File: config.mk
export PLATFORM = sky130hd
export DESIGN_NAME = rdy_sb
export DESIGN_NICKNAME = d
export VERILOG_FILES = /design/src/rtl/rdy_sb_pkg.sv /design/src/rtl/rdy_sb_decode.sv /design/src/rtl/rdy_sb_entry.sv /design/src/rtl/rdy_sb_select.sv /design/src/rtl/rdy_sb.sv
export SDC_FILE = /design/constraint.sdc
export NUM_CORES = 1
export LEC_CHECK = 0
export ABC_AREA = 1
export BUFFER_PORTS_ARGS = -buffer_cell sky130_fd_sc_hd__clkbuf_2
export CAP_MARGIN = 20
export CELL_PAD_IN_SITES_DETAIL_PLACEMENT = 0
export CELL_PAD_IN_SITES_GLOBAL_PLACEMENT = 1
export CORE_MARGIN = 2
export CORE_UTILIZATION = 46
export DETAILED_ROUTE_END_ITERATION = 12
export GPL_ROUTABILITY_DRIVEN = 0
export PLACE_DENSITY = 0.84
export SYNTH_ARGS = -nofsm -noshare
export SYNTH_HDL_FRONTEND = slang
export SYNTH_SLANG_ARGS = --single-unit
export TNS_END_PERCENT = 50
File: constraint.sdc
create_clock -name clk -period 2.6 [get_ports clk]
set_input_delay 0.52 -clock clk [delete_from_list [all_inputs] [get_ports clk]]
set_output_delay 0.52 -clock clk [all_outputs]
set_load 0.005 [all_outputs]
File: src/rtl/rdy_sb_pkg.sv
package rdy_sb_pkg;

    typedef enum logic [3:0] {
        C_IALU     = 4'd0,
        C_ADDR     = 4'd1,
        C_CYCRD    = 4'd2,
        C_IPRRD_E  = 4'd3,
        C_CMOV_A   = 4'd4,
        C_CMOV_B   = 4'd5,
        C_IMISC    = 4'd6,
        C_IPRRD_F  = 4'd7,
        C_IMUL     = 4'd8,
        C_ILOAD    = 4'd9,
        C_FLOAD    = 4'd10,
        C_ISTORE   = 4'd11,
        C_FSTORE   = 4'd12,
        C_MEMMISC  = 4'd13,
        C_BRANCH   = 4'd14,
        C_IPRWR    = 4'd15
    } iclass_e;

    typedef enum logic [1:0] {
        S_READY    = 2'd0,
        S_COUNT    = 2'd1,
        S_HITWIN   = 2'd2,
        S_FILLWAIT = 2'd3
    } ent_st_e;

    localparam int LATW = 3;

    typedef struct packed {
        logic            produces;
        logic            is_load;
        logic            xdly;
        logic            is_cm1;
        logic [LATW-1:0] lat;
    } cls_info_t;

endpackage

File: src/rtl/rdy_sb_decode.sv
module rdy_sb_decode
    import rdy_sb_pkg::*;
(
    input  iclass_e   cls,
    output cls_info_t info
);
    always_comb begin
        info = '{produces: 1'b1, is_load: 1'b0, xdly: 1'b1, is_cm1: 1'b0, lat: LATW'(1)};
        unique case (cls)
            C_IALU, C_ADDR, C_CYCRD, C_IPRRD_E, C_CMOV_B: info.lat = LATW'(1);
            C_CMOV_A: begin
                info.lat    = LATW'(1);
                info.is_cm1 = 1'b1;
            end
            C_IMISC, C_IPRRD_F: info.lat = LATW'(3);
            C_IMUL: info.lat = LATW'(7);
            C_ILOAD: begin
                info.lat     = LATW'(3);
                info.is_load = 1'b1;
            end
            C_FLOAD: begin
                info.lat     = LATW'(4);
                info.is_load = 1'b1;
                info.xdly    = 1'b0;
            end
            C_ISTORE, C_FSTORE, C_MEMMISC, C_BRANCH, C_IPRWR: begin
                info.produces = 1'b0;
                info.xdly     = 1'b0;
            end
            default: info.produces = 1'b0;
        endcase
    end
endmodule

File: src/rtl/rdy_sb_entry.sv
module rdy_sb_entry
    import rdy_sb_pkg::*;
#(
    parameter int CNTW     = 4,
    parameter int FILL_LAT = 6
) (
    input  logic            clk,
    input  logic            rst,
    input  logic            set,
    input  logic [LATW-1:0] set_lat,
    input  logic            set_load,
    input  logic            set_xdly,
    input  logic            set_cm1,
    input  logic            set_cluster,
    input  logic            miss_hit,
    input  logic            fill_hit,
    output logic            rdy_near,
    output logic            rdy_far,
    output logic            cl,
    output logic            cm1
);
    localparam logic [CNTW-1:0] FILL_CNT = CNTW'(FILL_LAT - 1);

    ent_st_e         st, st_nx;
    logic [CNTW-1:0] cnt, cnt_nx;
    logic            xd, xd_nx, cl_nx, cm1_nx;

    // next-state logic
    always_comb begin
        st_nx  = st;
        cnt_nx = cnt;
        xd_nx  = xd;
        cl_nx  = cl;
        cm1_nx = cm1;
        if (set) begin
            st_nx  = set_load ? S_HITWIN : S_COUNT;
            cnt_nx = CNTW'(set_lat) - CNTW'(1);
            xd_nx  = set_xdly;
            cl_nx  = set_cluster;
            cm1_nx = set_cm1;
        end else begin
            unique case (st)
                S_READY: st_nx = S_READY;
                S_COUNT: begin
                    if (cnt == '0) st_nx  = S_READY;
                    else           cnt_nx = cnt - CNTW'(1);
                end
                S_HITWIN: begin
                    if (cnt == '0)    st_nx  = S_READY;
                    else if (miss_hit) st_nx = S_FILLWAIT;
                    else              cnt_nx = cnt - CNTW'(1);
                end
                S_FILLWAIT: begin
                    if (fill_hit) begin
                        st_nx  = S_COUNT;
                        cnt_nx = FILL_CNT;
                    end
                end
                default: st_nx = S_READY;
            endcase
        end
    end

    // state register
    always_ff @(posedge clk) begin
        if (rst) begin
            st  <= S_READY;
            cnt <= '0;
            xd  <= 1'b0;
            cl  <= 1'b0;
            cm1 <= 1'b0;
        end else begin
            st  <= st_nx;
            cnt <= cnt_nx;
            xd  <= xd_nx;
            cl  <= cl_nx;
            cm1 <= cm1_nx;
        end
    end

    // outputs
    always_comb begin
        unique case (st)
            S_READY:            rdy_near = 1'b1;
            S_COUNT, S_HITWIN:  rdy_near = (cnt == '0);
            S_FILLWAIT:         rdy_near = 1'b0;
            default:            rdy_near = 1'b0;
        endcase
        rdy_far = xd ? (st == S_READY) : rdy_near;
    end

    assert_fillwait_entry_R5: assert property (@(posedge clk) disable iff (rst)
        (st == S_FILLWAIT && $past(st) != S_FILLWAIT) |-> $past(st) == S_HITWIN);

    assert_stray_fill_R6: assert property (@(posedge clk) disable iff (rst)
        (st == S_READY && !set) |=> st == S_READY);

    assert_fillwait_holds_R5: assert property (@(posedge clk) disable iff (rst)
        (st == S_FILLWAIT && !fill_hit && !set) |=> st == S_FILLWAIT);

    assert_countdown_R2: assert property (@(posedge clk) disable iff (rst)
        ((st == S_COUNT || st == S_HITWIN) && cnt != '0 && !set && !(st == S_HITWIN && miss_hit))
        |=> cnt == $past(cnt) - CNTW'(1));

    assert_issue_wins_R8: assert property (@(posedge clk) disable iff (rst)
        set |=> ((st == S_COUNT || st == S_HITWIN) && cnt == CNTW'($past(set_lat)) - CNTW'(1)));

    assert_far_after_near_R3: assert property (@(posedge clk) disable iff (rst)
        rdy_far |-> rdy_near);
endmodule

File: src/rtl/rdy_sb_select.sv
module rdy_sb_select #(
    parameter int TAGS = 16,
    parameter int TAGW = $clog2(TAGS)
) (
    input  logic [TAGS-1:0] near,
    input  logic [TAGS-1:0] far,
    input  logic [TAGS-1:0] cl,
    input  logic [TAGS-1:0] cm1,
    input  logic [TAGW-1:0] qry_tag,
    input  logic            qry_cluster,
    input  logic            qry_is_cmb,
    output logic            ready
);
    always_comb begin
        if (cm1[qry_tag] && !qry_is_cmb)
            ready = 1'b0;
        else if (qry_cluster == cl[qry_tag])
            ready = near[qry_tag];
        else
            ready = far[qry_tag];
    end
endmodule

File: src/rtl/rdy_sb.sv
module rdy_sb
    import rdy_sb_pkg::*;
#(
    parameter int TAGS     = 16,
    parameter int CNTW     = 4,
    parameter int FILL_LAT = 6,
    localparam int TAGW    = $clog2(TAGS)
) (
    input  logic            clk,
    input  logic            rst,
    input  logic            issue_valid,
    input  logic [3:0]      issue_class,
    input  logic [TAGW-1:0] issue_tag,
    input  logic            issue_cluster,
    input  logic            issue_writes,
    input  logic            miss_valid,
    input  logic [TAGW-1:0] miss_tag,
    input  logic            fill_valid,
    input  logic [TAGW-1:0] fill_tag,
    input  logic [TAGW-1:0] qry_tag,
    input  logic            qry_cluster,
    input  logic [3:0]      qry_class,
    output logic            qry_ready
);
    cls_info_t       info;
    logic            do_set;
    logic [TAGS-1:0] near, far, cl, cm1;

    rdy_sb_decode u_dec (
        .cls  (iclass_e'(issue_class)),
        .info (info)
    );

    assign do_set = issue_valid && issue_writes && info.produces;

    for (genvar t = 0; t < TAGS; t++) begin : g_ent
        rdy_sb_entry #(
            .CNTW     (CNTW),
            .FILL_LAT (FILL_LAT)
        ) u_ent (
            .clk         (clk),
            .rst         (rst),
            .set         (do_set && issue_tag == TAGW'(t)),
            .set_lat     (info.lat),
            .set_load    (info.is_load),
            .set_xdly    (info.xdly),
            .set_cm1     (info.is_cm1),
            .set_cluster (issue_cluster),
            .miss_hit    (miss_valid && miss_tag == TAGW'(t)),
            .fill_hit    (fill_valid && fill_tag == TAGW'(t)),
            .rdy_near    (near[t]),
            .rdy_far     (far[t]),
            .cl          (cl[t]),
            .cm1         (cm1[t])
        );
    end

    rdy_sb_select #(
        .TAGS (TAGS),
        .TAGW (TAGW)
    ) u_sel (
        .near        (near),
        .far         (far),
        .cl          (cl),
        .cm1         (cm1),
        .qry_tag     (qry_tag),
        .qry_cluster (qry_cluster),
        .qry_is_cmb  (qry_class == 4'(C_CMOV_B)),
        .ready       (qry_ready)
    );

    assert_cmov_pair_R7: assert property (@(posedge clk) disable iff (rst)
        (qry_ready && cm1[qry_tag]) |-> qry_class == 4'(C_CMOV_B));

    assert_nonprod_quiet_R4: assert property (@(posedge clk) disable iff (rst)
        (issue_valid && !do_set && near == '1) |=> near == '1);
endmodule

; ---- Yosys cells after proc, flatten, opt, wreduce, memory -nomap -nowiden
; Cells that the tools add are included.
[totals]
ff_bits = 144
inputBits = 32
elab_cells = 695
[op_classes]
addsub = 17
magnitude_cmp = 1
eq_ne = 202
mux = 240
reduce_logical = 155
[op_table]
columns = cell, count
row1 = two-way mux 4 bit, 80
row2 = one-hot mux 4 bit (3 select lines), 16
row3 = two-way mux 2 bit, 81
row4 = inequality test 3 x 2 -> 1 bit (second input constant), 48
row5 = == test 4 bit (second input constant), 32
row6 = one-hot mux 2 bit (4 select lines), 16
row7 = inequality test 3 x 1 -> 1 bit (second input constant), 32
row8 = AND reduction 5 bit, 16
row9 = zero test 4 bit, 19
row10 = == test 2 bit (second input constant), 32
row11 = == test 4 x 3 -> 1 bit (second input constant), 16
row12 = inequality test 4 x 1 -> 1 bit (second input constant), 16
row13 = nonzero test 4 bit, 16
row14 = subtractor 4 x 1 -> 4 bit (second input constant), 16
row15 = logical AND 1 bit, 51
row16 = one-hot mux 1 bit (3 select lines), 16
row17 = AND reduction 3 bit, 16
row18 = OR reduction 2 bit, 17
row19 = == test 2 x 1 -> 1 bit (second input constant), 16
row20 = zero test 2 bit, 16
row21 = two-way mux 1 bit, 26
row22 = == test 4 x 2 -> 1 bit (second input constant), 6
row23 = binary-select mux 1 bit (select 4 bit), 4
row24 = == test 4 x 1 -> 1 bit (second input constant), 3
row25 = other kinds (8), 8

; ---- Longest topological paths before layout
; Gate-level depths: netlist of the first run.
[depth]
depth_word = 8
mapped_depth = 12
ltp_nobuf = 12

; ---- Cells and area by module
; From an unflattened synthesis of the first run, not the netlist that was laid out.
[unflattened]
cells_unflattened = 2068
hier_area_um2 = 13106.3
[modules_own_cells]
columns = module, instances, cells_each, area_each_um2, seq_area_each_um2
row1 = rdy_sb_entry, 16, 111, 738.2, 180.2
row2 = rdy_sb_select, 1, 159, 728.2, 0.0
row3 = rdy_sb, 1, 114, 488.0, 0.0
row4 = rdy_sb_decode, 1, 19, 78.8, 0.0

; ---- Least setup slack after synthesis of the first run
; OpenSTA, ideal clock, no wires.
[synth_path]
kind = input -> output
start = in qry_tag[1]
end = out qry_ready
arrival_time_ns = 1.657
required_ns = 2.080
setup_slack_ns = 0.423
cell_stages = 11
n_path_buf = 2
cell_sequence = clkbuf_1 > inv_1 > buf_1 > a21oi_1 > o21ai_0 > nand3_1 > nand3_1 > nand2_1 > o31ai_1 > nand2_1 > nor2_1
[synth_between]
elab_chain_len = 5
elab_cells_between_ends = 12
[synth_lines]
columns = element, line
row1 = from (decl), rdy_sb.sv:20  ; input logic [TAGW-1:0] qry_tag,
row2 = binary-select mux 1 bit (select 4 bit), rdy_sb_select.sv:17  ; else if (qry_cluster == cl[qry_tag])
row3 = two-way mux 1 bit (not written as such), rdy_sb_select.sv:17
row4 = == test 1 bit, rdy_sb_select.sv:17
row5 = two-way mux 1 bit, rdy_sb_select.sv:17
row6 = two-way mux 1 bit (*), rdy_sb_select.sv:15  ; if (cm1[qry_tag] && !qry_is_cmb)
row7 = to (decl), rdy_sb.sv:23  ; output logic qry_ready
; Mark *: on every way between the ends. The rest lies on a longest branch, timed or not. The select of a mux whose other input is x is not followed.

; ---- Final worst setup path of the first run
[layout_path]
start = reg g_ent[2].u_ent.st[0]
end = out qry_ready
[layout_between]
elab_chain_len = 8
elab_cells_between_ends = 13
[layout_lines]
columns = element, line
row1 = from (decl), rdy_sb_entry.sv:24  ; ent_st_e st, st_nx;
row2 = from (signal assigned), rdy_sb_entry.sv:73  ; st <= st_nx;
row3 = == test 2 x 1 -> 1 bit / == test 2 bit (equally long branches), rdy_sb_entry.sv:83  ; unique case (st)
row4 = OR reduction 2 bit, rdy_sb_entry.sv:83
row5 = one-hot mux 1 bit (3 select lines), rdy_sb_entry.sv:83
row6 = two-way mux 1 bit, rdy_sb_entry.sv:89  ; rdy_far = xd ? (st == S_READY) : rdy_near;
row7 = binary-select mux 1 bit (select 4 bit), rdy_sb_select.sv:20  ; ready = far[qry_tag];
row8 = two-way mux 1 bit (not written as such), rdy_sb_select.sv:20
row9 = two-way mux 1 bit (*), rdy_sb_select.sv:17
row10 = two-way mux 1 bit (*), rdy_sb_select.sv:15
; Marks and branches as above.

==> flow_summary.toml, run 1 <==
[global_routing]
grt_usage = 0.268
grt_antenna_before_repair = 0
grt_overflow = 0
grt_max_degree = 51
grt_pass1_wl_mm = 50.4
grt_pass1_vias = 9673

[timing]
final_max_slew_viol_count = 0
finalCritPeriodShare = 1.02
clock_skew_ps = 8.47
setup_slack_ps = -53.5
finalHoldViolCount = 0
rsz0062_at_grt = "true"
tightest_slew_ps = 761
setup_viol = 1
max_freq_mhz = 377
hold_slack_ps = 452
relSlewSlack = 0.492
period_minus_slack_ps = 2650

[critical_path]
critPathMaxFanout = 3
critPathLaunchType = "flop"
worstPathRequired_ps = 2080
end_kind = "primary output"
worstSetupPathType = "flop to primary output"
arrival_ps = 2130

[cts]
clkLatencyLatePin_ps = 430
cts_tree = "done"
cts_root_buf = "clkbuf_16"
clk_pin_slew_ps = 70
clock-sinks = 144
cts-htree-levels = 4
cts_buffer_depth = 2
numCtsBuffers = 17

[synthesis]
synth_edf_count = 0
syn_avg_cell_area_um2 = 6.83
netlist_instances = 1483
ys_types = 50
yosysMostFrequentCell = "inv_1"
ys_ff_latch = 144
synth_commonest_cells = "inv_1 (207), nand2_1 (203), nor2_1 (164)"
syn_area_mm2 = 0.0101
synthArstFlopShare = 0
synth_top_cell_area_share = 0.284
synth.yosys.seq_area_share = 0.284
synthesis.nets = 1595
synth.area.top_cells = "dfxtp_1 (28%), ha_1 (9.9%), inv_1 (7.7%)"
synth_top_cell_by_area = "dfxtp_1"
synth_ff_type = "dfxtp_1"
yosys_warnings = 0

[floorplan]
die_w_um = 152
initial_utilization = 0.466
core_area_mm2 = 0.0218
die_h_um = 152
row_count = 54
ios = 33
die_area_mm2 = 0.0232

[power]
leakagePower_nw = 5.14
seq_power_share = 0.402
switching_share = 0.260
p_clk_frac = 0.483
ir_drop_uv = 319
power_frac_comb = 0.115
p_switching_mw = 1.46
internal-power_mw = 4.16
p_per_area_mw_per_mm2 = 463

[finish]
stdcell_count = 1854
n_fill_cell = 2129
antenna_cells = 0
layout-drive-gt1-share = 0.208
nets = 1674
syn2layout_area_growth_pct = 19.6
final_util = 0.557

[routing]
wl_per_cell_um = 16.9
drt_iter0_drc = 684
vias = 10211
vias_per_cell = 5.51
first_pass_iters = 7
ant_nets = 0
routed_wl_mm = 31.3
drcViolationCount = 0

[flow_run]
maxCapViolCount = 0

[status]
failed_checks = "setup timing"
status = "finished, violations left"

[place]
dp_cells = 1795
place_hpwl_mm = 22.4
port_buffers = 32

[min_path]
hold_class = "flop to flop"
## final timing paths
path	slack, ps	endpoint	start	cells past startpoint
worst max-delay path	-50	qry_ready	g_ent[2].u_ent.st[0]$_SDFFE_PP0P_	11
worst min-delay path	450	g_ent[3].u_ent.cl$_SDFFE_PP0P_	g_ent[3].u_ent.cl$_SDFFE_PP0P_	2
worst max register to register	780	g_ent[7].u_ent.st[0]$_SDFFE_PP0P_	g_ent[7].u_ent.cnt[0]$_SDFFE_PP0P_	9
worst min register to register	450	g_ent[3].u_ent.cl$_SDFFE_PP0P_	g_ent[3].u_ent.cl$_SDFFE_PP0P_	2
## critical path, cell delays in order, from the launching register on
cell and delay, ps:
dfxtp_2 320, inv_1 110, ha_4 220, or2_4 260, nand3_1 100, nand3_1 90, nand3_2 90, nand3_1 90
nand3_1 80, nand2_1 60, nor2_2 150, buf_2 130
## cell usage in the layout (no fill, tap or decap), types with 33 or more instances in the layout
master,n
dfxtp_1,114
ha_1,58
buf_4,67
nand3_1,92
nand2_1,199
nand3_2,33
inv_1,187
a21oi_1,110
o21ai_0,152
nor2_1,163
## cells by family after synthesis
logic type	synth area share
buffers and inverters	0.106
adder cells (fa/ha/maj)	0.0988
AND/OR/NAND/NOR	0.264
flip-flops	0.284
XOR/XNOR	0.0216
AO/OA/AOI/OAI	0.225
## metal layers
metal  vias to the layer above  part of all wire  GRT usage
met5                         -                 0          0
met4                         0             0.019     0.0811
met3                        40             0.056     0.0336
met2                       318              0.46      0.442
met1                      4742              0.47      0.369
li1                       5111                 -          -
## power by group through the flow
stage                     registers (mW)  clock network [mW]  logic, mW
after CTS                           2.26                2.75      0.629
after detailed placement            2.31                   0      0.608
after floorplan                     2.30                   0      0.385
final                               2.26                2.71      0.646
after global placement              2.31                   0      0.603
after global routing                2.26                2.82      0.709
## stage by stage
step	power (mW)	TNS [ps]	instance area, um^2	setup WS, ps
final	5.62	-53.5	12100	-53.5
after global routing	5.79	-158	12100	-158
after CTS	5.64	-100	11900	-100
after detailed placement	2.92	-23.8	10800	-16.1
after global placement	2.91	0	10800	8.09
after floorplan	2.69	0	10100	423
## sequential cells by signal (all words and copies together), names as in the netlist
| register | count |
|---|---|
| g_ent.u_ent.cnt | 64 |
| g_ent.u_ent.st | 32 |
| g_ent.u_ent.cl | 16 |
| g_ent.u_ent.cm1 | 16 |
| g_ent.u_ent.xd | 16 |
## timing repair
item,4_1_cts,5_1_grt
resized for setup,85,46
pin swaps,31,23
endpoints found under the setup margin,1,1
buffers inserted,22,5
hold buffers,0,0
## layout make-up
cell class	count	area, um^2	share of cell area
well taps	280	350	0.0289
flip-flops and latches	144	2930	0.241
clock buffers	22	484	0.0399
repair buffers	104	754	0.0622
inverters	221	841	0.0693
clock inverters	9	155	0.0128
multi-input cells	1074	6610	0.545
No activity file was read; power rests on OpenSTA's default activity.
==> inputs of run 2 (changes only) <==
--- a/config.mk
+++ b/config.mk
@@ -14,6 +14,7 @@
 export CORE_UTILIZATION = 46
 export DETAILED_ROUTE_END_ITERATION = 12
 export GPL_ROUTABILITY_DRIVEN = 0
+export GPL_TIMING_DRIVEN = 0
 export PLACE_DENSITY = 0.84
 export SYNTH_ARGS = -nofsm -noshare
 export SYNTH_HDL_FRONTEND = slang
==> run 2 against run 1 <==
The flow still finishes with violations (setup timing). Combinational power increased by 5.9%. Flip-flop and latch count unchanged. Die area did not move. First-iteration DRC count is 33% higher. Clock-buffer cell count down 3. Via count is 2.8% higher. Highest routed layer unchanged. Largest cell class unchanged. Non-clock buffer count grew 10. Clock power down 13%. Clock skew is 2.3 ps lower. Sequential power about the same.
==> flow_summary.toml, run 2 (synthesis gave the netlist of run 1 again) <==
[status]
status = "finished, violations left"
failed_checks = "setup timing"

[place]
dp_cells = 1790
place_hpwl_mm = 25.5
port_buffers = 27

[timing]
relSlewSlack = 0.249
setup_viol = 1
max_freq_mhz = 365
finalHoldViolCount = 0
setup_slack_ps = -142
final_max_slew_viol_count = 0
hold_slack_ps = 460
tightest_slew_ps = 1130
rsz0062_at_grt = "true"
clock_skew_ps = 6.19
finalCritPeriodShare = 1.05
period_minus_slack_ps = 2740

[routing]
ant_nets = 0
vias = 10499
wl_per_cell_um = 19.1
routed_wl_mm = 35.7
vias_per_cell = 5.63
drcViolationCount = 0
first_pass_iters = 8
drt_iter0_drc = 913

[critical_path]
cp_slowest_stage_delay_ps = 310
crit_family = "simple AND/OR/NAND/NOR gates"
arrival_ps = 2220
worstSetupPathType = "primary input to primary output"
worstPathRequired_ps = 2080
critPathLaunchType = "primary input"
reg2reg_to = "g_ent[7].u_ent.st[0]$_SDFFE_PP0P_"
critPathMaxFanout = 10
r2r_setup_slack_ps = 790
worstPathCellList = "clkbuf_2, clkbuf_2, o21ai_0, nand3_1, nand3_1, nand2_1, o31ai_1, nand2_2, nor2_4, buf_2"
ff2ff_path_depth = 9
r2r-start = "g_ent[7].u_ent.cnt[1]$_SDFFE_PP0P_"
crit_buf_inv = 3
end_kind = "primary output"
critical_path.slowest_cell = "clkbuf_2"

[finish]
largest_register_ffs = 64
regMostFlops = "g_ent.u_ent.cnt"
nets = 1684
largestRegisters = "g_ent.u_ent.cnt x64, g_ent.u_ent.st x32"
layout-drive-gt1-share = 0.226
layout_commonest_cell = "nand2_1"
layout_common_cells = "nand2_1 (194), inv_1 (178), nor2_1 (162)"
syn2layout_area_growth_pct = 20.9
antenna_cells = 0
n_fill_cell = 2088
stdcell_count = 1865

[power]
ir_drop_uv = 345
leakagePower_nw = 5.04
p_per_area_mw_per_mm2 = 433
p_total_mw = 5.30

[flow_run]
maxCapViolCount = 0

[global_routing]
grt_max_degree = 17
grt_usage = 0.302
grt_antenna_before_repair = 0
grt_pass1_wl_mm = 54.5
grt_pass1_vias = 9787
grt_overflow = 0

[floorplan]
die_h_um = 152
die_w_um = 152
core_area_mm2 = 0.0218
ios = 33
initial_utilization = 0.466
die_area_mm2 = 0.0232
row_count = 54

[cts]
cts_root_buf = "clkbuf_16"
numCtsBuffers = 17
clock-sinks = 144
cts_tree = "done"
clkLatencyLatePin_ps = 440
cts_buffer_depth = 2
clk_pin_slew_ps = 60
cts-htree-levels = 4

[min_path]
whs_path_depth = 2
hold_class = "flop to flop"
hp-start = "g_ent[2].u_ent.cm1$_SDFFE_PP0P_"
hold-path-endpoint = "g_ent[2].u_ent.cm1$_SDFFE_PP0P_"
[run 2: cell types whose count changed in the layout (fill, tap and decap cells not counted), sizes merged]
cell,delta
buf,-11
inv,+1
bufinv,-3
clkinvlp,+5
clkinv,+1
clkbuf,+18
[run 2: worst max path at each step]
stage,start,to,depth (start not counted)
4_1_cts,g_ent[11].u_ent.st[0]$_SDFFE_PP0P_,qry_ready,13
3_3_place_gp,qry_tag[0],qry_ready,11
3_5_place_dp,qry_tag[0],qry_ready,11
6_report,qry_tag[0],qry_ready,10
5_1_grt,g_ent[6].u_ent.st[0]$_SDFFE_PP0P_,qry_ready,11
2_1_floorplan,qry_tag[1],qry_ready,11
[run 2: worst register-to-register path, stage by stage, from the launching register on]
cell and delay, ps:
dfxtp_1 340, inv_1 70, ha_2 200, nand3_1 140, and2_1 200, o21ai_0 80, nand2_1 60, o21ai_0 320
o21ai_0 140, a31oi_1 180
[run 2: metrics by stage]
stage / setup slack, ps / utilization / instance area, um^2 / TNS, ps
2_1_floorplan: 423 / - / 10100 / 0
4_1_cts: -80.6 / 0.554 / 12000 / -80.6
5_1_grt: -185 / 0.563 / 12300 / -185
3_5_place_dp: -531 / 0.488 / 10600 / -2740
6_report: -142 / 0.563 / 12300 / -142
3_3_place_gp: -544 / 0.488 / 10600 / -2910
[run 2: final cells by class]
cell class | count | area (um^2) | area share
flip-flops and latches | 144 | 2950 | 0.240
clock inverters | 13 | 116 | 0.00949
multi-input cells | 1074 | 6850 | 0.559
repair buffers | 70 | 462 | 0.0377
inverters | 221 | 846 | 0.0690
clock buffers | 19 | 433 | 0.0353
plain buffers | 44 | 256 | 0.0209
well taps | 280 | 350 | 0.0286
[run 2: where the power goes]
group	leakage [nW]	internal (mW)	total (mW)	switching (mW)
clock	0.251	1.31	2.37	1.05
combinational	3.61	0.205	0.684	0.479
sequential	1.18	2.23	2.25	0.0235
[run 2: layer usage]
layer | GRT usage | vias to the layer above | part of all wire | wire (um)
met5 | 0 | - | 0 | 0
met4 | 0.143 | 0 | 0.043 | 1540
met3 | 0.0498 | 91 | 0.071 | 2550
met2 | 0.481 | 390 | 0.45 | 16000
met1 | 0.402 | 4874 | 0.44 | 15600
li1 | - | 5144 | - | -
[run 2: timing repair]
| item | CTS | global route |
|---|---|---|
| gates resized for setup | 160 | 53 |
| pin swaps | 43 | 27 |
| hold buffers | 0 | 0 |
| buffers inserted | 39 | 3 |
| setup endpoints to repair | 1 | 1 |
